==> src/rtl/dp_pkg.sv <==
`timescale 1ns/1ps
package dp_pkg;
  localparam logic [4:0] OP_INC   = 5'b00001;
  localparam logic [4:0] OP_ADD   = 5'b00010;
  localparam logic [4:0] OP_SUB   = 5'b00101;
  localparam logic [4:0] OP_AND   = 5'b01000;
  localparam logic [4:0] OP_OR    = 5'b01001;
  localparam logic [4:0] OP_XOR   = 5'b01010;
  localparam logic [4:0] OP_NOTA  = 5'b01011;
  localparam logic [4:0] OP_PASSB = 5'b10000;
  localparam logic [4:0] OP_SHR   = 5'b10100;
  localparam logic [4:0] OP_SHL   = 5'b11000;

  typedef struct packed {
    logic v;
    logic c;
    logic n;
    logic z;
  } alu_flags_t;
endpackage

==> src/rtl/dp_regfile.sv <==
`timescale 1ns/1ps
module dp_regfile #(
  parameter int DATA_W = 16,
  parameter int NREG   = 8,
  parameter int SEL_W  = $clog2(NREG)
) (
  input  logic              clk,
  input  logic              rst_n,
  input  logic              we,
  input  logic [SEL_W-1:0]  waddr,
  input  logic [DATA_W-1:0] wdata,
  input  logic [SEL_W-1:0]  raddr_a,
  input  logic [SEL_W-1:0]  raddr_b,
  output logic [DATA_W-1:0] rdata_a,
  output logic [DATA_W-1:0] rdata_b
);
  logic [DATA_W-1:0] rf [NREG];

  always_ff @(posedge clk or negedge rst_n) begin
    if (!rst_n) begin
      for (int i = 0; i < NREG; i++) rf[i] <= '0;
    end else if (we) begin
      rf[waddr] <= wdata;
    end
  end

  assign rdata_a = rf[raddr_a];
  assign rdata_b = rf[raddr_b];

  for (genvar k = 0; k < NREG; k++) begin : g_chk
    // a selected write lands, any other register holds
    assert_write_lands_R2: assert property (@(posedge clk) disable iff (!rst_n)
      (we && waddr == SEL_W'(k)) |=> rf[k] == $past(wdata));
    assert_hold_unwritten_R2: assert property (@(posedge clk) disable iff (!rst_n)
      !(we && waddr == SEL_W'(k)) |=> $stable(rf[k]));
  end
endmodule

==> src/rtl/dp_ram.sv <==
`timescale 1ns/1ps
module dp_ram #(
  parameter int DATA_W = 16,
  parameter int DEPTH  = 256,
  parameter int AW     = $clog2(DEPTH)
) (
  input  logic              clk,
  input  logic              rst_n,
  input  logic              we,
  input  logic [AW-1:0]     addr,
  input  logic [DATA_W-1:0] wdata,
  output logic [DATA_W-1:0] rdata
);
  logic [DATA_W-1:0] mem [DEPTH];

  always_ff @(posedge clk) begin
    if (we) mem[addr] <= wdata;
  end

  assign rdata = mem[addr];

  // stored word is present at its address after the edge
  assert_store_lands_R4: assert property (@(posedge clk) disable iff (!rst_n)
    we |=> mem[$past(addr)] == $past(wdata));
endmodule

==> src/rtl/dp_alu.sv <==
`timescale 1ns/1ps
module dp_alu
  import dp_pkg::*;
#(
  parameter int DATA_W = 16
) (
  input  logic [4:0]        op,
  input  logic [DATA_W-1:0] a,
  input  logic [DATA_W-1:0] b,
  output logic [DATA_W-1:0] y,
  output alu_flags_t        fl
);
  localparam int MSB = DATA_W - 1;

  logic              arith;
  logic [DATA_W-1:0] addend;
  logic              cin;
  logic [DATA_W:0]   sum;

  always_comb begin
    arith  = 1'b1;
    addend = b;
    cin    = 1'b0;
    case (op)
      OP_ADD: begin addend = b;  cin = 1'b0; end
      OP_SUB: begin addend = ~b; cin = 1'b1; end
      OP_INC: begin addend = '0; cin = 1'b1; end
      default: arith = 1'b0;
    endcase
    sum = {1'b0, a} + {1'b0, addend} + {{DATA_W{1'b0}}, cin};
  end

  always_comb begin
    case (op)
      OP_ADD, OP_SUB, OP_INC: y = sum[MSB:0];
      OP_AND:   y = a & b;
      OP_OR:    y = a | b;
      OP_XOR:   y = a ^ b;
      OP_NOTA:  y = ~a;
      OP_SHL:   y = {a[MSB-1:0], 1'b0};
      OP_SHR:   y = {1'b0, a[MSB:1]};
      OP_PASSB: y = b;
      default:  y = a;
    endcase
    fl.n = y[MSB];
    fl.z = (y == '0);
    fl.c = arith & sum[DATA_W];
    fl.v = arith & (a[MSB] == addend[MSB]) & (sum[MSB] != a[MSB]);
  end

  always_comb begin
    // pass-through of the second operand
    if (op == OP_PASSB) assert_passb_R6: assert (y == b && !fl.c && !fl.v);
    // logic and shift codes never raise carry or overflow
    if (op == OP_AND || op == OP_OR || op == OP_XOR || op == OP_NOTA ||
        op == OP_SHL || op == OP_SHR)
      assert_logic_noflags_R8: assert (!fl.c && !fl.v);
  end
endmodule

==> src/rtl/cw_datapath.sv <==
`timescale 1ns/1ps
module cw_datapath
  import dp_pkg::*;
#(
  parameter int DATA_W    = 16,
  parameter int NREG      = 8,
  parameter int MEM_WORDS = 256,
  parameter int SEL_W     = $clog2(NREG)
) (
  input  logic              clk,
  input  logic              rst_n,
  input  logic [SEL_W-1:0]  dst_sel,
  input  logic [SEL_W-1:0]  srca_sel,
  input  logic [SEL_W-1:0]  srcb_sel,
  input  logic              reg_we,
  input  logic              imm_sel,
  input  logic              load_sel,
  input  logic              mem_we,
  input  logic [4:0]        op_code,
  input  logic [DATA_W-1:0] imm,
  output logic [DATA_W-1:0] wb_data,
  output logic              flag_v,
  output logic              flag_c,
  output logic              flag_n,
  output logic              flag_z
);
  localparam int AW = $clog2(MEM_WORDS);

  logic [DATA_W-1:0] bus_a, reg_b, bus_b, alu_y, ram_q;
  alu_flags_t        fl;

  dp_regfile #(.DATA_W(DATA_W), .NREG(NREG), .SEL_W(SEL_W)) u_rf (
    .clk(clk), .rst_n(rst_n), .we(reg_we), .waddr(dst_sel), .wdata(wb_data),
    .raddr_a(srca_sel), .raddr_b(srcb_sel), .rdata_a(bus_a), .rdata_b(reg_b)
  );

  assign bus_b = imm_sel ? imm : reg_b;

  dp_alu #(.DATA_W(DATA_W)) u_alu (
    .op(op_code), .a(bus_a), .b(bus_b), .y(alu_y), .fl(fl)
  );

  dp_ram #(.DATA_W(DATA_W), .DEPTH(MEM_WORDS), .AW(AW)) u_ram (
    .clk(clk), .rst_n(rst_n), .we(mem_we), .addr(bus_a[AW-1:0]),
    .wdata(bus_b), .rdata(ram_q)
  );

  assign wb_data = load_sel ? ram_q : alu_y;
  assign flag_v  = fl.v;
  assign flag_c  = fl.c;
  assign flag_n  = fl.n;
  assign flag_z  = fl.z;

  // controller never writes both storage elements in one word
  assert_no_dual_write_R4: assert property (@(posedge clk) disable iff (!rst_n)
    !(reg_we && mem_we));
endmodule

==> config.mk <==
export PLATFORM = sky130hd
export DESIGN_NAME = cw_datapath
export DESIGN_NICKNAME = d
export VERILOG_FILES = /design/src/rtl/dp_pkg.sv /design/src/rtl/dp_regfile.sv /design/src/rtl/dp_ram.sv /design/src/rtl/dp_alu.sv /design/src/rtl/cw_datapath.sv
export SDC_FILE = /design/constraint.sdc
export NUM_CORES = 2
export LEC_CHECK = 0
export BUFFER_PORTS_ARGS = -buffer_cell sky130_fd_sc_hd__buf_2
export CAP_MARGIN = 30
export CORE_MARGIN = 2
export CORE_UTILIZATION = 35
export CTS_BUF_LIST = sky130_fd_sc_hd__clkbuf_16
export DETAILED_ROUTE_END_ITERATION = 7
export GPL_TIMING_DRIVEN = 0
export PLACE_DENSITY = 0.57
export REMOVE_ABC_BUFFERS = 1
export SLEW_MARGIN = 20
export SYNTH_ARGS = -nofsm -noshare
export SYNTH_HDL_FRONTEND = slang
export SYNTH_SLANG_ARGS = --single-unit
==> constraint.sdc <==
create_clock -name clk -period 14.2 [get_ports clk]
set_input_delay 2.13 -clock clk [delete_from_list [all_inputs] [get_ports clk]]
set_output_delay 2.13 -clock clk [all_outputs]
set_load 0.005 [all_outputs]
==> Yosys cells after proc, flatten, opt, wreduce, memory -nomap -nowiden <==
Memory sizes are Yosys's and may differ from the RTL's.
Index checks and enable logic that the tools add are counted.
{ "classes": {"add_sub_neg": 2, "order_cmp": 4, "n_eq_ne": 12, "n_mux": 17, "bitwise_logic": 11, "reduce_logical": 4} }
{ "op_table": {"columns": ["operator", "count"], "rows": [
  ["$bwmux W128", 1],
  ["$pmux W16 S8", 1],
  ["$mux W16", 7],
  ["$bmux W16 S3", 2],
  ["$demux W16 S3", 1],
  ["$not A16 Y16", 2],
  ["$pmux W16 S2", 1],
  ["$eq A5 B4 Y1 const B", 4],
  ["$add A16 B16 Y17", 1],
  ["$add A17 B1 Y17", 1],
  ["$and A16 B16 Y16", 1],
  ["$logic_not A16 Y1", 1],
  ["$or A16 B16 Y16", 1],
  ["$xor A16 B16 Y16", 1],
  ["$eq A5 B5 Y1 const B", 3],
  ["$ge A4 B4 Y1 const B", 3],
  ["$not A3 Y4", 3],
  ["$eq A5 B1 Y1 const B", 1],
  ["$eq A5 B2 Y1 const B", 1],
  ["$eq A5 B3 Y1 const B", 1],
  ["$lt A4 B1 Y1 const B", 1],
  ["$mux W1", 4],
  ["$and A1 B1 Y1", 3],
  ["$reduce_or A3 Y1", 1],
  ["4 further kinds", 4]
]} }
{ "word_totals": {"regBits": 128, "ramBits": 4096, "in_bits": 36, "word_cells": 59, "n_memories": 1} }
{ "memory_table": {"columns": ["name", "depth", "width", "rd", "rd_ports_with_merged_regs", "write_ports", "line", "text"], "rows": [
  ["u_ram.mem", 256, 16, 1, 0, 1, "dp_ram.sv:14", "logic [DATA_W-1:0] mem [DEPTH];"]
]} }

==> Longest topological paths before layout <==
{ "logic_depth": {"word_depth": 12, "ltp_mapped": 25, "ltp_nobuf": 19} }

==> Hierarchy <==
A second synthesis with hierarchy kept.
{ "hier_totals": {"hier_cells": 7510, "area_unflattened_um2": 165195.9} }
{ "by_module_without_submodules": {"columns": ["module", "n_inst", "cells_each", "area_per_inst_um2", "seq_area_each_um2"], "rows": [
  ["dp_ram", 1, 6711, 155078.7, 122998.0],
  ["dp_regfile", 1, 393, 7000.5, 3203.1],
  ["dp_alu", 1, 370, 2618.8, 0.0],
  ["cw_datapath", 1, 36, 498.0, 0.0]
]} }

==> Worst setup path after synthesis <==
No wires, ideal clock.
{ "synth_path": {"path_type": "input port to output port", "startpoint": "input port srcb_sel[0]", "endpoint": "output port flag_z", "arrival_ns": 9.174, "t_required_ns": 12.070, "setup_slack_ns": 2.896, "cell_stages": 21, "n_path_buf": 2, "path_cell_list": "clkbuf_1 buf_2 mux4_2 mux2i_1 o21a_1 inv_1 nor2_1 a21oi_1 fa_1 inv_1 fa_1 a211oi_1 o21ai_0 a21o_1 a2111oi_0 nor2_1 xor2_1 a21oi_1 a21oi_1 or3_1 nor4b_2"} }
{ "synth_via": {"elab_chain_len": 11} }
{ "synth_lines": {"columns": ["item", "line", "text"], "rows": [
  ["from (decl)", "cw_datapath.sv:14", "input logic [SEL_W-1:0] srcb_sel,"],
  ["$not A3 Y4 (not written as such) *", "dp_regfile.sv:28", "assign rdata_b = rf[raddr_b];"],
  ["$bmux W16 S3 *", "dp_regfile.sv:28", null],
  ["$mux W16 (not written as such) * (2 in a row)", "dp_regfile.sv:28", null],
  ["$mux W16 *", "cw_datapath.sv:37", "assign bus_b = imm_sel ? imm : reg_b;"],
  ["net bus_b[0]", "cw_datapath.sv:29", "logic [DATA_W-1:0] bus_a, reg_b, bus_b, alu_y, ram_q;"],
  ["$not A16 Y16", "dp_alu.sv:26", "OP_SUB: begin addend = ~b; cin = 1'b1; end"],
  ["$pmux W16 S2", "dp_alu.sv:24", "case (op)"],
  ["$add A16 B16 Y17", "dp_alu.sv:30", "sum = {1'b0, a} + {1'b0, addend} + {{DATA_W{1'b0}}, cin};"],
  ["$add A17 B1 Y17", "dp_alu.sv:30", null],
  ["$pmux W16 S8 *", "dp_alu.sv:34", "case (op)"],
  ["$logic_not A16 Y1 *", "dp_alu.sv:46", "fl.z = (y == '0);"],
  ["to (decl)", "cw_datapath.sv:25", "output logic flag_z"]
]} }
The timed path passes the listed nets; every way through them passes the cells marked *. The select of a mux whose other input is x is not followed.

==> Final worst setup path <==
{ "layout_path": {"startpoint": "input port srca_sel[0]", "endpoint": "output port wb_data[6]"} }
{ "layout_via": {"elab_chain_len": 8} }
{ "layout_lines": {"columns": ["item", "line", "text"], "rows": [
  ["from (decl)", "cw_datapath.sv:13", "input logic [SEL_W-1:0] srca_sel,"],
  ["$not A3 Y4 (not written as such) *", "dp_regfile.sv:27", "assign rdata_a = rf[raddr_a];"],
  ["$bmux W16 S3 *", "dp_regfile.sv:27", null],
  ["$mux W16 (not written as such) * (2 in a row)", "dp_regfile.sv:27", null],
  ["$add A16 B16 Y17", "dp_alu.sv:30", null],
  ["$add A17 B1 Y17", "dp_alu.sv:30", null],
  ["$pmux W16 S8", "dp_alu.sv:34", null],
  ["$mux W16 *", "cw_datapath.sv:48", "assign wb_data = load_sel ? ram_q : alu_y;"],
  ["to (decl)", "cw_datapath.sv:21", "output logic [DATA_W-1:0] wb_data,"]
]} }
Mark *: on every way between the ends. The rest lies on a longest branch, timed or not. The select of a mux whose other input is x is not followed.

==> flow_summary.json <==
{
  "status": "finished, final reports clean",
  "comb_power_share_pct": 35.9,
  "first_pass_iters": 8,
  "min_path_type": "register to register",
  "async_reset_ff_share_pct": 3.03,
  "die_area_sq_um": 487000,
  "fin_crit_sh_pct": 93.5,
  "worst-setup-path-type": "input port to output port",
  "switching_share_pct": 36.5,
  "p_switching_w": 0.0146,
  "p_leak_nw": 63.5,
  "cts_resized": 0,
  "num_vias": 96594,
  "finalSetupViolations": 0,
  "max_slew_margin_pct": 13.3,
  "clockBufferDepth": 4,
  "synth.area.top_cells": "edfxtp_1 73%, mux4_2 9.2%, nand2_1 3.3%, nand3_1 2.4%, dfrtp_1 1.9%",
  "p_int_w": 0.0254,
  "grt_pass1_wl_mm": 731,
  "yosysUniqueCellTypes": 97,
  "htree_levels": 5,
  "synth_edf_count": 4096,
  "synth_top_area_share_pct": 72.9,
  "r2r-end": "u_rf.rf[38]$_DFFE_PN0P_",
  "wl_per_cell_microns": 31.3,
  "drcViolationCount": 0,
  "syn_to_final_growth_pct": 16.2,
  "p_per_area_nw_per_um2": 205,
  "fin_crit_ns": 13.28,
  "whs_path_depth": 2,
  "nets": 10136,
  "maxCapViolCount": 0,
  "fp.dieH_microns": 698,
  "rsz0062_at_grt": "no",
  "overflow": 0,
  "clk_pin_slew_ns": 0.05,
  "crit_start": "srca_sel[0]",
  "min_to": "u_rf.rf[15]$_DFFE_PN0P_",
  "synth-seq-cells": 4224,
  "cts_tree": "yes",
  "final_hold_viol_count": 0,
  "synth_warnings": 0,
  "drtAntennaViolNets": 0,
  "rows": 254,
  "viasPerCell": 5.74,
  "grt_max_degree": 165,
  "core_sq_um": 479000,
  "worst_pin_slew_ns": 1.30,
  "clock.fmax_mhz": 75.3,
  "initial_core_util_pct": 35.2,
  "crit_fanout": 164,
  "grt_usage_pct": 20.9,
  "p_seq_share_pct": 37.4,
  "skew_ns": 0.0637,
  "worstPathRequired_ns": 12.07,
  "whs_ns": 0.498,
  "end_kind": "output port",
  "ys_seq_area_share_pct": 74.8,
  "port_buffers": 55,
  "gp_congestion": 0.851,
  "clk_latency_ns": 1.00,
  "die_w_microns": 698,
  "synth_ff_type": "edfxtp_1",
  "hold_start": "u_rf.rf[15]$_DFFE_PN0P_",
  "yosys.area.top_type": "edfxtp_1",
  "timing.rr.start": "u_rf.rf[32]$_DFFE_PN0P_",
  "clock-root-buffer": "clkbuf_16",
  "ir_worst_vdd_mv": 0.190,
  "antenna_found_initial": 37,
  "setup_tns_ns": 0,
  "hold_buffers": 0,
  "grt_pass1_vias": 93074,
  "reg2reg_depth": 15,
  "hpwl_mm": 333,
  "avgSynthCellArea_sq_um": 17.3,
  "io_pins": 56,
  "netlist_area_sq_um": 169000,
  "final_max_slew_viol_count": 0,
  "drtIter0Drc": 13594,
  "syn_inst": 9770,
  "clkPwrFrac_pct": 26.7,
  "start_kind": "input port",
  "worst_ep_arrival_time_ns": 11.15,
  "cts_buffers": 420,
  "rrSetupSlack_ns": 5.84,
  "drive_above_1_share_pct": 20.9,
  "post_cts_buffers": 0,
  "routed_wl_mm": 526,
  "clock_sinks": 4224
}
logic make-up (layout without fill, tap and decap cells):
kind of cell	Yosys count	count (layout)	synth area share (%)
flip-flops	4224	4224	74.8
AND/OR/NAND/NOR	2864	2864	7.35
AO/OA/AOI/OAI	1011	1011	4.16
multiplexers	925	925	10.9
buffers and inverters	684	1311	2.30
adder cells (fa/ha/maj)	50	50	0.380
XOR/XNOR	12	12	0.0623
other	0	25	0
Yosys cell counts, types with 7 or more instances:
master	instances
nand4_1	43
edfxtp_1	4096
a221oi_1	25
a21oi_1	116
a2111oi_0	22
o31ai_1	13
a211oi_1	25
a311oi_1	46
a22oi_1	243
nand2_1	1464
and3_1	55
nor3_1	77
mux4_2	689
or4_1	7
a32o_1	8
buf_2	141
buf_6	82
dfrtp_1	128
mux2_2	10
a31oi_1	95
o211ai_1	15
o22ai_1	58
nand2b_1	13
o21a_1	11
o21ai_0	136
clkbuf_1	234
buf_12	9
nand3_1	812
nor4_1	24
nor2b_1	7
a22o_1	23
o221ai_1	11
buf_1	74
o21ai_1	68
inv_1	52
buf_4	78
ha_1	48
mux4_1	32
a21boi_0	9
mux2i_1	191
nor2_1	321
and2_1	9
a32oi_1	25
layout make-up:
cell class	instances	area [sq um]
diodes	25	62.6
multi-input cells	4862	40900
repair buffers	485	7320
clock buffers	423	10600
fillers	42330	283000
flip-flops and latches	4224	126000
well taps	6400	8010
clock inverters	346	2510
inverters	57	393
routing by layer:
layer  vias to the layer above  track usage, %  part of all wire [%]
met4                        12            9.41                   5.1
met3                       873            4.81                    11
met2                      5521            32.2                    45
met1                     50732            28.5                    39
met5                         -               0                 0.019
li1                      39456               -                     -
placed cells by master (no fill, tap or decap), types with 56 or more instances in the layout:
cell,n
o21ai_1,65
mux2i_1,189
nand2_1,1441
inv_1,138
mux4_2,689
nor2_1,91
clkbuf_16,423
a21oi_1,108
a22oi_1,242
buf_16,122
o22ai_1,56
nor2_2,101
nor2_4,130
dfrtp_1,128
buf_2,60
o21ai_0,134
buf_6,88
nand3_1,790
clkinv_2,60
buf_8,61
edfxtp_1,4096
buf_4,104
clkinv_1,111
a31oi_1,83
stage by stage:
stage          cell area, sq um  power, W  util, %  setup slack, ns  instances
2_1_floorplan            165000    0.0245        -            -8.45       9143
3_3_place_gp             173000    0.0309     36.2           -49.69      15598
3_5_place_dp             183000    0.0294     38.1            0.582      16020
6_report                 196000    0.0401     40.9            0.917      16822
4_1_cts                  196000    0.0400     40.9            0.581      16789
5_1_grt                  196000    0.0412     40.9            0.519      16809
critical path, cell delays in order:
cell and delay, ns:
buf_4 0.34, buf_12 0.29, mux4_1 0.61, mux2_8 0.53, clkinv_16 0.33, buf_16 0.62, buf_16 0.45, buf_16 0.47
buf_16 0.48, mux4_2 0.58, a22o_1 0.23, nand2_1 0.06, o21ai_0 0.40, o41ai_1 0.89, nand4_1 0.65, o32ai_2 0.82
inv_1 0.41, buf_2 0.24
flip-flops by register name, summed over array words and instances, names as in the netlist:
| name | count |
|---|---|
| u_ram.mem | 4096 |
| u_rf.rf | 128 |
how the worst max path moves through the flow:
stage                  endpoint  slack, ns
floorplan                flag_z      -8.45
global placement    wb_data[15]     -49.69
detailed placement   wb_data[6]       0.58
CTS                  wb_data[6]       0.58
global route         wb_data[6]       0.52
finish               wb_data[6]       0.92
power groups by stage:
stage          Combinational [W]  Sequential [W]  Clock, W
3_3_place_gp              0.0151          0.0157         0
3_5_place_dp              0.0142          0.0152         0
2_1_floorplan            0.00914          0.0154         0
6_report                  0.0144          0.0150    0.0107
4_1_cts                   0.0142          0.0150    0.0108
5_1_grt                   0.0150          0.0150    0.0113
Power figures use the tool's default switching activity.
